===== config.mk =====
export PLATFORM = sky130hd
export DESIGN_NAME = pc_coinc_integ
export DESIGN_NICKNAME = d
export VERILOG_FILES = /design/src/rtl/pc_coinc_pkg.sv /design/src/rtl/pc_coinc_logic.sv /design/src/rtl/pc_integ_path.sv /design/src/rtl/pc_coinc_integ.sv
export SDC_FILE = /design/constraint.sdc
export NUM_CORES = 1
export LEC_CHECK = 0
export BUFFER_PORTS_ARGS = -buffer_cell sky130_fd_sc_hd__buf_2
export CAP_MARGIN = 20
export CORE_MARGIN = 8
export CORE_UTILIZATION = 40
export CTS_BUF_LIST = sky130_fd_sc_hd__clkbuf_4 sky130_fd_sc_hd__clkbuf_8
export DETAILED_ROUTE_END_ITERATION = 16
export GPL_TIMING_DRIVEN = 0
export PLACE_DENSITY = 0.65
export REMOVE_ABC_BUFFERS = 1
export SYNTH_ARGS = -nofsm -noshare
export SYNTH_HDL_FRONTEND = slang
export SYNTH_HIERARCHICAL = 1
export SYNTH_SLANG_ARGS = --single-unit

===== constraint.sdc =====
create_clock -name clk -period 4.8 [get_ports clk]
set_input_delay 0.96 -clock clk [delete_from_list [all_inputs] [get_ports clk]]
set_output_delay 0.96 -clock clk [all_outputs]
set_load 0.005 [all_outputs]

===== src/rtl/pc_coinc_pkg.sv =====
package pc_coinc_pkg;
  localparam int NUM_POL = 2;
  typedef enum logic {POL_POS = 1'b0, POL_NEG = 1'b1} pol_e;
  typedef struct packed {
    logic loc;
    logic rem1;
    logic rem2;
  } pulse_set_t;
endpackage


===== src/rtl/pc_coinc_logic.sv =====
module pc_coinc_logic
  import pc_coinc_pkg::*;
(
  input  logic       fault_det,
  input  logic       three_term,
  input  pulse_set_t pulses,
  output logic       coinc
);
  logic far_ok;
  always_comb begin
    // rem2 only counts in three-terminal operation
    far_ok = pulses.rem1 & (pulses.rem2 | ~three_term);
    coinc  = fault_det & pulses.loc & far_ok;
  end
endmodule


===== src/rtl/pc_integ_path.sv =====
module pc_integ_path #(
  parameter int VAL_W = 16,
  parameter int DLY_W = 8,
  parameter int STEP_UP = 10,
  parameter int STEP_DN_S = 5,
  parameter int STEP_DN_L = 20
) (
  input  logic             clk,
  input  logic             rst,
  input  logic             en,
  input  logic             smp_en,
  input  logic             coinc,
  input  logic [VAL_W-1:0] int_max,
  input  logic [DLY_W-1:0] ext_len,
  output logic [VAL_W-1:0] val,
  output logic [VAL_W-1:0] val_nxt
);
  localparam logic [VAL_W:0]   UP_W  = (VAL_W+1)'(STEP_UP);
  localparam logic [VAL_W-1:0] DNS_W = VAL_W'(STEP_DN_S);
  localparam logic [VAL_W-1:0] DNL_W = VAL_W'(STEP_DN_L);
  localparam logic [DLY_W-1:0] CNT_TOP = '1;

  logic [DLY_W-1:0] zero_cnt;
  logic [VAL_W:0]   up_sum;
  logic [VAL_W-1:0] dn_step;
  logic [VAL_W-1:0] calc;

  always_comb begin
    up_sum  = {1'b0, val} + UP_W;
    dn_step = (zero_cnt >= ext_len) ? DNL_W : DNS_W;
    if (coinc)
      calc = (up_sum > {1'b0, int_max}) ? int_max : up_sum[VAL_W-1:0];
    else
      calc = (val < dn_step) ? '0 : val - dn_step;
    val_nxt = en ? calc : '0;
  end

  always_ff @(posedge clk) begin
    if (rst || !en) begin
      val      <= '0;
      zero_cnt <= '0;
    end else if (smp_en) begin
      val <= calc;
      if (coinc)
        zero_cnt <= '0;
      else if (zero_cnt != CNT_TOP)
        zero_cnt <= zero_cnt + 1'b1;
    end
  end

  assert_hold_R7: assert property (@(posedge clk) disable iff (rst)
    (!smp_en && en) |=> $stable(val));
  assert_up_step_R3: assert property (@(posedge clk) disable iff (rst)
    (smp_en && en && coinc && (up_sum <= {1'b0, int_max}))
    |=> (val == $past(val) + VAL_W'(STEP_UP)));
  assert_short_dn_R4: assert property (@(posedge clk) disable iff (rst)
    (smp_en && en && !coinc && (zero_cnt < ext_len) && (val >= DNS_W))
    |=> (val == $past(val) - DNS_W));
  assert_long_dn_R5: assert property (@(posedge clk) disable iff (rst)
    (smp_en && en && !coinc && (zero_cnt >= ext_len) && (val >= DNL_W))
    |=> (val == $past(val) - DNL_W));
  assert_no_wrap_R5: assert property (@(posedge clk) disable iff (rst)
    (smp_en && en && !coinc) |=> (val <= $past(val)));
  assert_run_restart_R6: assert property (@(posedge clk) disable iff (rst)
    (smp_en && en && coinc) |=> (zero_cnt == '0));
endmodule


===== src/rtl/pc_coinc_integ.sv =====
module pc_coinc_integ
  import pc_coinc_pkg::*;
#(
  parameter int VAL_W = 16,
  parameter int DLY_W = 8
) (
  input  logic             clk,
  input  logic             rst,
  input  logic             smp_en,
  input  logic             dual_mode,
  input  logic             three_term,
  input  logic             fault_det,
  input  logic             loc_pos,
  input  logic             rem1_pos,
  input  logic             rem2_pos,
  input  logic             loc_neg,
  input  logic             rem1_neg,
  input  logic             rem2_neg,
  input  logic [VAL_W-1:0] thresh,
  input  logic [VAL_W-1:0] int_max,
  input  logic [DLY_W-1:0] ext_len,
  output logic             trip,
  output logic [VAL_W-1:0] int_pos,
  output logic [VAL_W-1:0] int_neg
);
  pulse_set_t       pset  [NUM_POL];
  logic             coinc [NUM_POL];
  logic             p_en  [NUM_POL];
  logic [VAL_W-1:0] val   [NUM_POL];
  logic [VAL_W-1:0] nxt   [NUM_POL];

  assign pset[POL_POS] = '{loc: loc_pos, rem1: rem1_pos, rem2: rem2_pos};
  assign pset[POL_NEG] = '{loc: loc_neg, rem1: rem1_neg, rem2: rem2_neg};
  assign p_en[POL_POS] = 1'b1;
  assign p_en[POL_NEG] = dual_mode;

  for (genvar p = 0; p < NUM_POL; p++) begin : g_pol
    pc_coinc_logic u_coinc (
      .fault_det (fault_det),
      .three_term(three_term),
      .pulses    (pset[p]),
      .coinc     (coinc[p])
    );
    pc_integ_path #(.VAL_W(VAL_W), .DLY_W(DLY_W)) u_path (
      .clk    (clk),
      .rst    (rst),
      .en     (p_en[p]),
      .smp_en (smp_en),
      .coinc  (coinc[p]),
      .int_max(int_max),
      .ext_len(ext_len),
      .val    (val[p]),
      .val_nxt(nxt[p])
    );
  end

  assign int_pos = val[POL_POS];
  assign int_neg = val[POL_NEG];

  always_ff @(posedge clk) begin
    if (rst)
      trip <= 1'b0;
    else if (smp_en)
      trip <= (nxt[POL_POS] >= thresh) | (dual_mode & (nxt[POL_NEG] >= thresh));
  end

  assert_trip_cmp_R8: assert property (@(posedge clk) disable iff (rst)
    smp_en |=> (trip == ((int_pos >= $past(thresh)) ||
                         ($past(dual_mode) && (int_neg >= $past(thresh))))));
  assert_trip_hold_R7: assert property (@(posedge clk) disable iff (rst)
    !smp_en |=> $stable(trip));
  assert_neg_idle_R9: assert property (@(posedge clk) disable iff (rst)
    !dual_mode |=> (int_neg == '0));
  assert_reset_R11: assert property (@(posedge clk)
    rst |=> (!trip && int_pos == '0 && int_neg == '0));
endmodule


# Yosys cells after proc, flatten, opt, wreduce, memory -nomap -nowiden
# Index checks and enable logic that the tools add are counted.
[totals]
ff_bits = 49
latchBits = 0
ramBits = 0
rom_bits = 0
output_inout_bits = 33
n_memories = 0
[classes]
addsub = 6
n_mul = 0
div = 0
magnitude_cmp = 8
eq_ne = 2
n_shift = 0
mux = 13
bitwise_logic = 11
reduce_logical = 6
[op_table]
columns = ["cell", "count"]
rows = [
  ["two-way mux 16 bit", 7],
  ["adder 16 x 4 -> 17 bit (second input constant)", 2],
  ["> comparator 17 x 16 -> 1 bit", 2],
  ["greater-or-equal comparator 16 bit", 2],
  ["less-than comparator 16 bit", 2],
  ["two-way mux 8 bit", 4],
  ["subtractor 16 bit", 2],
  ["adder 8 x 1 -> 8 bit (second input constant)", 2],
  ["greater-or-equal comparator 8 bit", 2],
  ["!= test 8 bit (second input constant)", 2],
  ["two-way mux 5 bit", 2],
  ["AND 1 bit", 7],
  ["AND reduction 2 bit", 2],
  ["nonzero test 2 bit", 2],
  ["bitwise OR 1 bit", 3],
  ["zero test 1 bit", 1],
  ["logical OR 1 bit", 1],
  ["NOT 1 bit", 1],
]

# Depth between registers and ports, before layout
# Gate-level depths: netlist (run 1).
[depth]
ltp_word = 9
mapped_depth = 24

# By module
# Netlist (run 1), hierarchy kept.
[by_module_without_submodules]
columns = ["module", "instances", "cells_each", "area_each_um2"]
rows = [
  ["pc_integ_path", 2, 365, 2708.8],
  ["pc_coinc_integ", 1, 98, 768.2],
  ["pc_coinc_logic", 2, 3, 17.5],
]

# Worst setup path before layout (run 1)
# Ideal clock, no wire load.
[synth_path]
path_type = "input to register"
from = "input port ext_len[0]"
to = "register trip"
arrival_ns = 5.151
path_slack_ns = -0.442
path_stages = 19
path_cell_list = "ha_1 > nand2b_1 > a211o_1 > a31o_2 > a211oi_1 > ha_1 > nand2b_1 > nand2_1 > o32ai_1 > a21oi_4 > buf_4 > nand2_1 > o32ai_1 > ha_1 > nand4_1 > or3_1 > a2111oi_2 > o41ai_1 > a311oi_1"
[synth_rtl]
columns = ["element", "line", "rtl"]
rows = [
  ["start, declared", "pc_coinc_integ.sv:21", "input logic [DLY_W-1:0] ext_len,"],
  ["end signal, assigned", "pc_coinc_integ.sv:64", "trip <= (nxt[POL_POS] >= thresh) | (dual_mode & (nxt[POL_NEG] >= thresh));"],
  ["end, declared", "pc_coinc_integ.sv:22", "output logic trip,"],
]

==> flow_metrics.py, run 1 <==
metrics = {
    "synthesis": {
        "yosysSeqAreaShare_pct": 15.77,
        "syn_area_per_cell_um2": 7.459,
        "synthAdderAreaFrac_pct": 17.70,
        "ys_types": 73,
        "ys_seq_elements": 49,
        "synth_edf_count": 0,
        "synthFlopType": "dfxtp_1",
        "synth_area_leader_cell": "ha_1",
        "synth_area_um2": 6221,
        "synth_top_family_by_area": "compound AO/OA/AOI/OAI gates",
        "ys_top_cells_by_area": "ha_1 18%, dfxtp_1 16%, inv_1 5.3%",
        "async_reset_ff_share_pct": 0,
        "yosysWarnings": 6,
        "synth-xor-area-share_pct": 7.321,
        "synth_cells": 834,
        "synth-compound-area-share_pct": 25.10,
        "yosysTopAreaCellShare_pct": 17.70,
        "synthSimpleGateAreaFrac_pct": 20.98,
        "yosys-mux-area-fraction_pct": 4.425,
    },
    "die": {
        "die_h_um": 140.7,
        "ios": 85,
        "die_area_um2": 19800,
        "dieWidth_um": 140.7,
        "rows": 45,
        "core_area_um2": 15200,
        "initial_core_util_pct": 40.92,
    },
    "sta": {
        "finalHoldViolCount": 0,
        "slew_headroom_pct": 39.49,
        "setup_ws_ns": -0.1066,
        "rsz0062_at_grt": "yes",
        "fin_skew_ns": 0.01220,
        "finalSetupViolCount": 1,
        "worst_pin_slew_ns": 0.8999,
        "max_freq_mhz": 203.8,
        "min_period_over_period_pct": 102.2,
        "period_minus_slack_ns": 4.907,
        "maxSlewViolCount": 0,
    },
    "global_routing": {
        "grt_max_degree": 69,
        "grt_overflow_total": 0,
        "grt_use_total_pct": 20.13,
        "antenna_found_initial": 0,
        "grt_pass1_vias": 6242,
        "grt_pass1_wl_um": 32290,
    },
    "detailed_routing": {
        "drt-total-wl_um": 20350,
        "drc": 0,
        "routed_via_density": 5.897,
        "post_drt_wl_per_cell_um": 18.20,
        "drt_pre_antenna_iters": 5,
        "drt_iter0_drc": 550,
        "via_count": 6593,
        "drtAntennaViolNets": 0,
    },
    "min_path": {
        "min_path_type": "reg -> reg",
    },
    "clock_network": {
        "path_clk_slew_ns": 0.11,
        "cts_tree": "yes",
        "clk_latency_ns": 0.34,
        "cts-buffers-inserted": 5,
        "cts.path.max_buffers": 2,
        "cts-root-buf": "clkbuf_8",
        "cts.sinks": 49,
        "cts_hold_buf": 0,
        "cts_htree_levels": 2,
    },
    "placed_design": {
        "dp_hpwl_um": 15180,
        "portBuffers": 84,
        "routabilityCongestion": 0.8841,
    },
    "critical_path": {
        "reg2reg_setup_slack_ns": 0,
        "critPathMaxStageDelay_ns": 0.47,
        "worstSetupEndpointType": "register",
        "crit_arrival_ns": 5.13,
        "critPathSlowestCell": "or3_2",
        "path_cells": "buf_2 -> ha_1 -> nand2b_1 -> a211o_1 -> a31o_4 -> a211oi_2 -> ha_2 -> nand2b_4 -> nand2_4 -> o32a_1 -> or3_2 -> a311oi_2 -> ha_1 -> a21o_1 -> a211oi_2 -> a21oi_2 -> o31ai_1 -> a311oi_1",
        "cp_max_fo": 4,
        "startpoint_type": "primary input",
        "crit_type": "in -> reg",
        "worst_ep_required_time_ns": 5.03,
    },
    "power": {
        "total_power_mw": 1.468,
        "max-vdd-ir-drop_mv": 0.1084,
        "leakage_nw": 3.516,
        "p_per_area_nw_per_um2": 195.8,
    },
    "layout": {
        "multiInputGateArea_um2": 5002,
        "fin_nets": 1069,
        "regArea_um2": 1035,
        "drive_gt1_share_pct": 26.13,
        "fill_cells": 1505,
        "diodes": 0,
        "fin_util_pct": 49.33,
        "area_delta_synth_final_pct": 20.53,
    },
    "run": {
        "max_cap_viol_count": 0,
    },
    "outcome": {
        "violations": "setup timing",
        "outcome": "finished, violations left",
    },
}
## cell usage after synthesis, types with 19 or more instances
cell      count
nand4_1      19
ha_1         88
nor2_1       66
a21oi_1      59
o21ai_0      44
nand2_1      52
dfxtp_1      49
nand3_1      20
a31oi_1      24
clkbuf_1     26
inv_1        88
xnor2_1      36
## per-layer routing
layer | global-route usage, % | part of all wire, % | vias to the layer above | routed length, um
met3 | 3.477 | 5.8 | 20 | 1178
li1 | - | - | 3209 | -
met5 | 0 | 0 | - | 0
met2 | 32.59 | 46 | 207 | 9401
met4 | 5.600 | 1.5 | 0 | 303
met1 | 26.88 | 47 | 3157 | 9461
## cells by family after synthesis
kind of cell / Yosys count
AOI/OAI and AO/OA: 232
xor gates and xnor gates: 52
adders and majority gates: 88
buffers and inverters: 132
DFF: 49
muxes: 26
other: 1
and+or+nand+nor: 254
## metrics by stage
stage / cells / TNS, ns / area (um2) / setup WS [ns] / hold slack (ns)
global placement: 1066 / -4.386 / 6684 / -1.677 / 0.5032
finish: 1118 / -0.1066 / 7498 / -0.1066 / 0.5254
detailed placement: 1071 / -2.160 / 6770 / -1.622 / 0.5106
global route: 1118 / -0.3031 / 7498 / -0.3031 / 0.5620
CTS: 1114 / 0 / 7406 / 0.0009655 / 0.5241
floorplan: 794 / -0.5923 / 6028 / -0.5923 / 0.4837
## cells in the final DEF (no fill, tap or decap), drive strengths merged, types with 8 or more instances in the layout
cell and count:
a22oi 12, a21oi 63, xor2 16, nand3 20, nand2 53, mux2i 14, mux2 12, nand2b 16
or3 13, a211oi 11, or2 12, o21ai 46, buf 128, nor4 8, ha 88, xnor2 36
dfxtp 49, nor3 18, a21o 8, inv 88, nand4 19, a31oi 24, and3 8, nor2 66
## critical path: cells and delay by family
kind | cells | cell delay, ns
AOI/OAI and AO/OA | 10 | 2.38
and+or+nand+nor | 4 | 0.85
adders and majority gates | 3 | 0.82
buffers and inverters | 1 | 0.13
## timing repair
| item | in CTS | in global routing |
|---|---|---|
| pin swaps | 36 | 3 |
| endpoints found under the setup margin | 1 | 1 |
| setup buffers | 35 | 2 |
| resized for setup | 68 | 16 |
## state kept, by name (all words and copies together) (netlist names)
name / count
g_pol.u_path/val: 32
trip: 1
g_pol.u_path/zero_cnt: 16
## final timing paths
check	startpoint	to	depth (start not counted)
hold reg to reg	trip$_SDFFE_PP0P_	trip$_SDFFE_PP0P_	2
setup reg to reg	g_pol[0].u_path/val[4]$_SDFFE_PP0P_	trip$_SDFFE_PP0P_	22
setup / recovery	ext_len[0]	trip$_SDFFE_PP0P_	18
hold / removal	trip$_SDFFE_PP0P_	trip$_SDFFE_PP0P_	2
## where the power goes
| part | leakage, nW | switching [mW] | internal [mW] | total [mW] |
|---|---|---|---|---|
| Sequential | 0.411 | 0.0399 | 0.421 | 0.461 |
| Clock | 0.0481 | 0.180 | 0.104 | 0.284 |
| Combinational | 3.06 | 0.398 | 0.325 | 0.722 |
| Total | 3.52 | 0.618 | 0.851 | 1.47 |
## final cells by class
| class | instances | area share, % |
|---|---|---|
| clock buffer | 5 | 0.9177 |
| clock inverter | 3 | 0.3004 |
| inverter | 90 | 4.505 |
| timing repair buffer | 128 | 10.63 |
| multi-input combinational | 655 | 66.71 |
| sequential | 49 | 13.80 |
| tap | 188 | 3.137 |
(Power assumes the default switching activity.)
==> inputs of run 2 (changes only) <==
--- a/config.mk
+++ b/config.mk
@@ -5,7 +5,7 @@
 export SDC_FILE = /design/constraint.sdc
 export NUM_CORES = 1
 export LEC_CHECK = 0
-export BUFFER_PORTS_ARGS = -buffer_cell sky130_fd_sc_hd__buf_2
+export BUFFER_PORTS_ARGS = -buffer_cell sky130_fd_sc_hd__buf_4
 export CAP_MARGIN = 20
 export CORE_MARGIN = 8
 export CORE_UTILIZATION = 40
==> run 2 against run 1 <==
The run still ends with setup timing left. Final cell count grew 0.89%. Via count shrank 0.44%. Sequential share of layout area shrank 0.66 points. Global-route usage shrank 0.43 points. Clock power grew 18%. Critical endpoint unchanged. Largest cell class unchanged. Core utilization grew 2.3 points. Clock skew shrank 0.0052 ns.
==> flow_metrics.py, run 2 (same netlist as run 1, synthesis figures left out) <==
metrics = {
    "outcome": {
        "outcome": "finished, violations left",
        "violations": "setup timing",
    },
    "clock_network": {
        "cts_tree": "yes",
        "cts.path.max_buffers": 2,
        "cts_htree_levels": 2,
        "cts-root-buf": "clkbuf_8",
        "cts.sinks": 49,
        "clk_latency_ns": 0.34,
        "cts-buffers-inserted": 5,
        "path_clk_slew_ns": 0.11,
    },
    "placed_design": {
        "routabilityCongestion": 0.8615,
        "dpl.cell_count": 1071,
        "portBuffers": 84,
        "dp_hpwl_um": 15050,
    },
    "critical_path": {
        "critPathSlowestCell": "o32ai_4",
        "crit_arrival_ns": 5.22,
        "worstSetupEndpointType": "register",
        "r2r_start": "g_pol[1].u_path/val[11]$_SDFFE_PP0P_",
        "reg2reg_to": "trip$_SDFFE_PP0P_",
        "worst_ep_required_time_ns": 5.06,
        "critPathMostFrequentCell": "nand2b_4",
        "crit_type": "in -> reg",
        "crit_buf_inv": 2,
        "critPathMaxStageDelay_ns": 0.43,
        "path_cells": "buf_8 -> ha_4 -> nand2b_4 -> a211o_1 -> a31o_4 -> a211oi_4 -> ha_2 -> nand2b_4 -> nand2_4 -> o32ai_4 -> a21oi_4 -> buf_6 -> a22oi_2 -> nor2_1 -> ha_1 -> nand4_1 -> or3_4 -> a2111oi_4 -> o41ai_2 -> a311oi_1",
        "worstSetupPathDepth": 20,
        "worst-r2r-cell-count": 21,
        "reg2reg_setup_slack_ns": -0.08,
        "startpoint_type": "primary input",
        "cp_top_family": "compound AO/OA/AOI/OAI gates",
        "cp_max_fo": 6,
    },
    "power": {
        "max-vdd-ir-drop_mv": 0.1112,
        "p_per_area_nw_per_um2": 199.6,
        "leakage_nw": 3.644,
    },
    "layout": {
        "fill_cells": 1490,
        "layout.cells.non_filler": 1128,
        "final_cell_mix": "130 x buf_4, 88 x inv_1, 84 x ha_1",
        "area_delta_synth_final_pct": 26.17,
        "top_register": "g_pol.u_path/val",
        "diodes": 0,
        "final_common_cell": "buf_4",
        "fin_util_pct": 51.63,
        "largest_registers": "g_pol.u_path/val (32), g_pol.u_path/zero_cnt (16), trip (1)",
        "largest_register_ffs": 32,
        "drive_gt1_share_pct": 27.23,
        "fin_nets": 1079,
    },
    "global_routing": {
        "grt_use_total_pct": 19.70,
        "grt_pass1_wl_um": 31420,
        "antenna_found_initial": 0,
        "grt_overflow_total": 0,
        "grt_max_degree": 69,
        "grt_pass1_vias": 6052,
    },
    "detailed_routing": {
        "routed_via_density": 5.819,
        "drtAntennaViolNets": 0,
        "drt-total-wl_um": 20330,
        "drt_pre_antenna_iters": 5,
        "via_count": 6564,
        "drc": 0,
        "post_drt_wl_per_cell_um": 18.03,
        "drt_iter0_drc": 456,
    },
    "sta": {
        "finalSetupViolCount": 1,
        "tns_ns": -0.1576,
        "slew_headroom_pct": 39.65,
        "period_minus_slack_ns": 4.958,
        "worst_pin_slew_ns": 0.9053,
        "maxSlewViolCount": 0,
        "min_period_over_period_pct": 103.3,
        "rsz0062_at_grt": "yes",
        "fin_skew_ns": 0.006955,
        "hold_slack_ns": 0.5274,
        "max_freq_mhz": 201.7,
        "setup_ws_ns": -0.1576,
        "finalHoldViolCount": 0,
    },
    "min_path": {
        "holdPathStages": 2,
        "worst_hold_startpoint": "g_pol[0].u_path/zero_cnt[4]$_SDFFE_PP0P_",
        "min_path_type": "reg -> reg",
        "min_to": "g_pol[0].u_path/zero_cnt[4]$_SDFFE_PP0P_",
    },
    "die": {
        "rows": 45,
        "initial_core_util_pct": 40.92,
        "dieWidth_um": 140.7,
        "ios": 85,
        "core_area_um2": 15200,
        "die_area_um2": 19800,
        "die_h_um": 140.7,
    },
    "run": {
        "max_cap_viol_count": 0,
    },
}
==> run 2: final cells by class <==
cell class | count | area, um2 | share of cell area [%]
Clock buffer | 6 | 76.32 | 0.9724
Clock inverter | 2 | 38.79 | 0.4942
Inverter | 90 | 337.8 | 4.304
Multi-Input combinational cell | 655 | 5049 | 64.32
Sequential cell | 49 | 1031 | 13.14
Tap cell | 188 | 235.2 | 2.997
Timing Repair Buffer | 138 | 1081 | 13.77
==> run 2: worst min-delay path: stages (launching register included) <==
cell and delay [ns]:
dfxtp_1 0.35, o21ai_0 0.08, a21oi_1 0.06
==> run 2: what timing repair did <==
action	in CTS	in global routing
pin swaps	28	17
gates resized for setup	62	28
setup buffers	22	26
endpoints found under the setup margin	1	1
hold buffers	0	0
==> run 2: metrics by stage <==
step / worst slack [ns] / area [um2] / power, mW
6_report: -0.1576 / 7849 / 1.567
5_1_grt: -0.3115 / 7849 / 1.675
4_1_cts: 0.006843 / 7515 / 1.518
3_5_place_dp: -1.606 / 6977 / 1.110
3_3_place_gp: -1.680 / 6894 / 1.098
2_1_floorplan: -0.5923 / 6028 / 0.8990
==> run 2: where the power goes <==
group | internal [mW] | switching [mW] | total [mW]
sequential | 0.421 | 0.0388 | 0.460
clock | 0.163 | 0.173 | 0.336
combinational | 0.361 | 0.410 | 0.771
==> run 2: worst max path at each step <==
stage | endpoint | from
3_3_place_gp | trip$_SDFFE_PP0P_ | g_pol[1].u_path/val[5]$_SDFFE_PP0P_
4_1_cts | trip$_SDFFE_PP0P_ | g_pol[1].u_path/val[2]$_SDFFE_PP0P_
2_1_floorplan | trip$_SDFFE_PP0P_ | g_pol[1].u_path/val[5]$_SDFFE_PP0P_
6_report | trip$_SDFFE_PP0P_ | ext_len[0]
3_5_place_dp | trip$_SDFFE_PP0P_ | ext_len[0]
5_1_grt | trip$_SDFFE_PP0P_ | ext_len[0]
==> run 2: routing by layer <==
layer	vias to the layer above	global-route usage, %	routed length [um]
met3	32	3.038	1365
li1	3213	-	-
met4	0	6.391	455
met2	239	30.78	9089
met5	-	0	0
met1	3080	27.07	9423
==> inputs of run 3 (changes only) <==
--- a/config.mk
+++ b/config.mk
@@ -14,6 +14,7 @@
 export GPL_TIMING_DRIVEN = 0
 export PLACE_DENSITY = 0.65
 export REMOVE_ABC_BUFFERS = 1
+export SKIP_CTS_REPAIR_TIMING = 1
 export SYNTH_ARGS = -nofsm -noshare
 export SYNTH_HDL_FRONTEND = slang
 export SYNTH_HIERARCHICAL = 1
==> run 3 against run 2 <==
The run still ends with setup timing left. Global-route usage fell by 0.70 points. Clock skew increased by 0.00059 ns. First-iteration DRC count down 7.0%. Die area unchanged. Power fell by 0.66%. Critical endpoint unchanged.
==> flow_metrics.py, run 3 (same netlist as run 1, synthesis figures left out) <==
metrics = {
    "die": {
        "initial_core_util_pct": 40.92,
        "ios": 85,
        "die_area_um2": 19800,
        "core_area_um2": 15200,
        "rows": 45,
        "die_h_um": 140.7,
        "dieWidth_um": 140.7,
    },
    "critical_path": {
        "startpoint_type": "primary input",
        "worst-r2r-cell-count": 21,
        "reg2reg_setup_slack_ns": -0.12,
        "worstSetupEndpointType": "register",
        "crit_type": "in -> reg",
        "r2r_start": "g_pol[1].u_path/val[4]$_SDFFE_PP0P_",
        "worst_ep_required_time_ns": 5.06,
        "reg2reg_to": "trip$_SDFFE_PP0P_",
        "crit_arrival_ns": 5.19,
        "cp_max_fo": 5,
    },
    "clock_network": {
        "cts_tree": "yes",
        "clk_latency_ns": 0.34,
        "cts_htree_levels": 2,
        "cts.sinks": 49,
        "cts.path.max_buffers": 2,
        "path_clk_slew_ns": 0.11,
        "cts-buffers-inserted": 5,
        "cts-root-buf": "clkbuf_8",
    },
    "sta": {
        "hold_slack_ns": 0.5274,
        "rsz0062_at_grt": "yes",
        "setup_ws_ns": -0.1294,
        "fin_skew_ns": 0.007544,
        "tns_ns": -0.1294,
        "finalSetupViolCount": 1,
        "worst_pin_slew_ns": 0.8987,
        "finalHoldViolCount": 0,
        "maxSlewViolCount": 0,
        "min_period_over_period_pct": 102.7,
        "slew_headroom_pct": 39.58,
        "period_minus_slack_ns": 4.929,
        "max_freq_mhz": 202.9,
    },
    "detailed_routing": {
        "drt_iter0_drc": 424,
        "drt_pre_antenna_iters": 5,
        "drc": 0,
        "post_drt_wl_per_cell_um": 17.96,
        "drt-total-wl_um": 20110,
        "via_count": 6538,
        "routed_via_density": 5.838,
        "drtAntennaViolNets": 0,
    },
    "power": {
        "seq_power_share_pct": 29.6,
        "p_switching_mw": 0.6171,
        "intPower_mw": 0.9395,
        "pwr-share-comb_pct": 48.9,
        "clockPowerShare_pct": 21.5,
        "switching_share_pct": 39.64,
        "max-vdd-ir-drop_mv": 0.1122,
        "p_per_area_nw_per_um2": 199.1,
        "leakage_nw": 3.613,
    },
    "placed_design": {
        "dp_hpwl_um": 15050,
        "dpl.cell_count": 1071,
        "portBuffers": 84,
        "placed_cell_area_um2": 6977,
        "routabilityCongestion": 0.8615,
    },
    "global_routing": {
        "grt_overflow_total": 0,
        "grt_max_degree": 69,
        "grt_use_total_pct": 19.00,
        "grt_pass1_vias": 5818,
        "grt_pass1_wl_um": 30280,
        "antenna_found_initial": 0,
    },
    "min_path": {
        "worst_hold_startpoint": "g_pol[0].u_path/zero_cnt[4]$_SDFFE_PP0P_",
        "min_to": "g_pol[0].u_path/zero_cnt[4]$_SDFFE_PP0P_",
        "min_path_type": "reg -> reg",
        "holdPathStages": 2,
    },
    "layout": {
        "final_common_cell": "buf_4",
        "layout.cells.non_filler": 1120,
        "largest_registers": "g_pol.u_path/val (32), g_pol.u_path/zero_cnt (16), trip (1)",
        "fin_area_um2": 7818,
        "area_delta_synth_final_pct": 25.66,
        "top_register": "g_pol.u_path/val",
        "fin_util_pct": 51.42,
        "largest_register_ffs": 32,
        "drive_gt1_share_pct": 26.50,
        "fin_nets": 1071,
        "final_cell_mix": "122 x buf_4, 87 x inv_1, 83 x ha_1",
        "diodes": 0,
    },
    "outcome": {
        "outcome": "finished, violations left",
        "violations": "setup timing",
    },
    "run": {
        "max_cap_viol_count": 0,
    },
}
## run 3: worst max-delay path: stages
cell       delay, ns
buf_8           0.10
ha_4            0.19
nand2b_4        0.13
a211o_1         0.28
a31o_4          0.27
a211oi_4        0.22
ha_2            0.23
nand2b_4        0.16
nand2_4         0.08
o32ai_4         0.45
a21oi_4         0.13
buf_12          0.17
a22oi_1         0.27
nor2_1          0.08
ha_1            0.31
nand4_1         0.16
or3_4           0.42
a2111oi_4       0.27
o41ai_2         0.10
a311oi_1        0.20
## run 3: power groups by stage
stage | Sequential [mW] | Clock [mW] | Combinational [mW]
after floorplan | 0.461 | 0 | 0.438
after global placement | 0.472 | 0 | 0.626
after detailed placement | 0.472 | 0 | 0.638
after CTS | 0.462 | 0.351 | 0.642
after global routing | 0.464 | 0.359 | 0.836
final | 0.461 | 0.335 | 0.761
## run 3: routing by layer
metal / GRT usage, % / wire, um / share of wire, %
met2: 29.74 / 9152 / 46
met4: 5.486 / 393 / 2.0
met1: 26.26 / 9413 / 47
met5: 0 / 0 / 0
met3: 3.005 / 1153 / 5.7
## run 3: worst max-delay path by stage
stage,from,end,slack (ns)
after floorplan,g_pol[1].u_path/val[5]$_SDFFE_PP0P_,trip$_SDFFE_PP0P_,-0.59
after global placement,g_pol[1].u_path/val[5]$_SDFFE_PP0P_,trip$_SDFFE_PP0P_,-1.68
after detailed placement,ext_len[0],trip$_SDFFE_PP0P_,-1.61
after CTS,ext_len[0],trip$_SDFFE_PP0P_,-1.20
after global routing,g_pol[1].u_path/val[11]$_SDFFE_PP0P_,trip$_SDFFE_PP0P_,-0.28
final,ext_len[0],trip$_SDFFE_PP0P_,-0.13
## run 3: per-stage QoR
stage / setup slack [ns] / total power [mW]
2_1_floorplan: -0.5923 / 0.8990
3_3_place_gp: -1.680 / 1.098
3_5_place_dp: -1.606 / 1.110
4_1_cts: -1.203 / 1.455
5_1_grt: -0.2843 / 1.660
6_report: -0.1294 / 1.557
## run 3: layout make-up
class | instances | area (um2)
fillers | 1488 | 7385
multi-input cells | 655 | 5071
repair buffers | 130 | 1030
inverters | 90 | 337.8
clock inverters | 2 | 38.79
clock buffers | 6 | 76.32
flip-flops and latches | 49 | 1028
well taps | 188 | 235.2
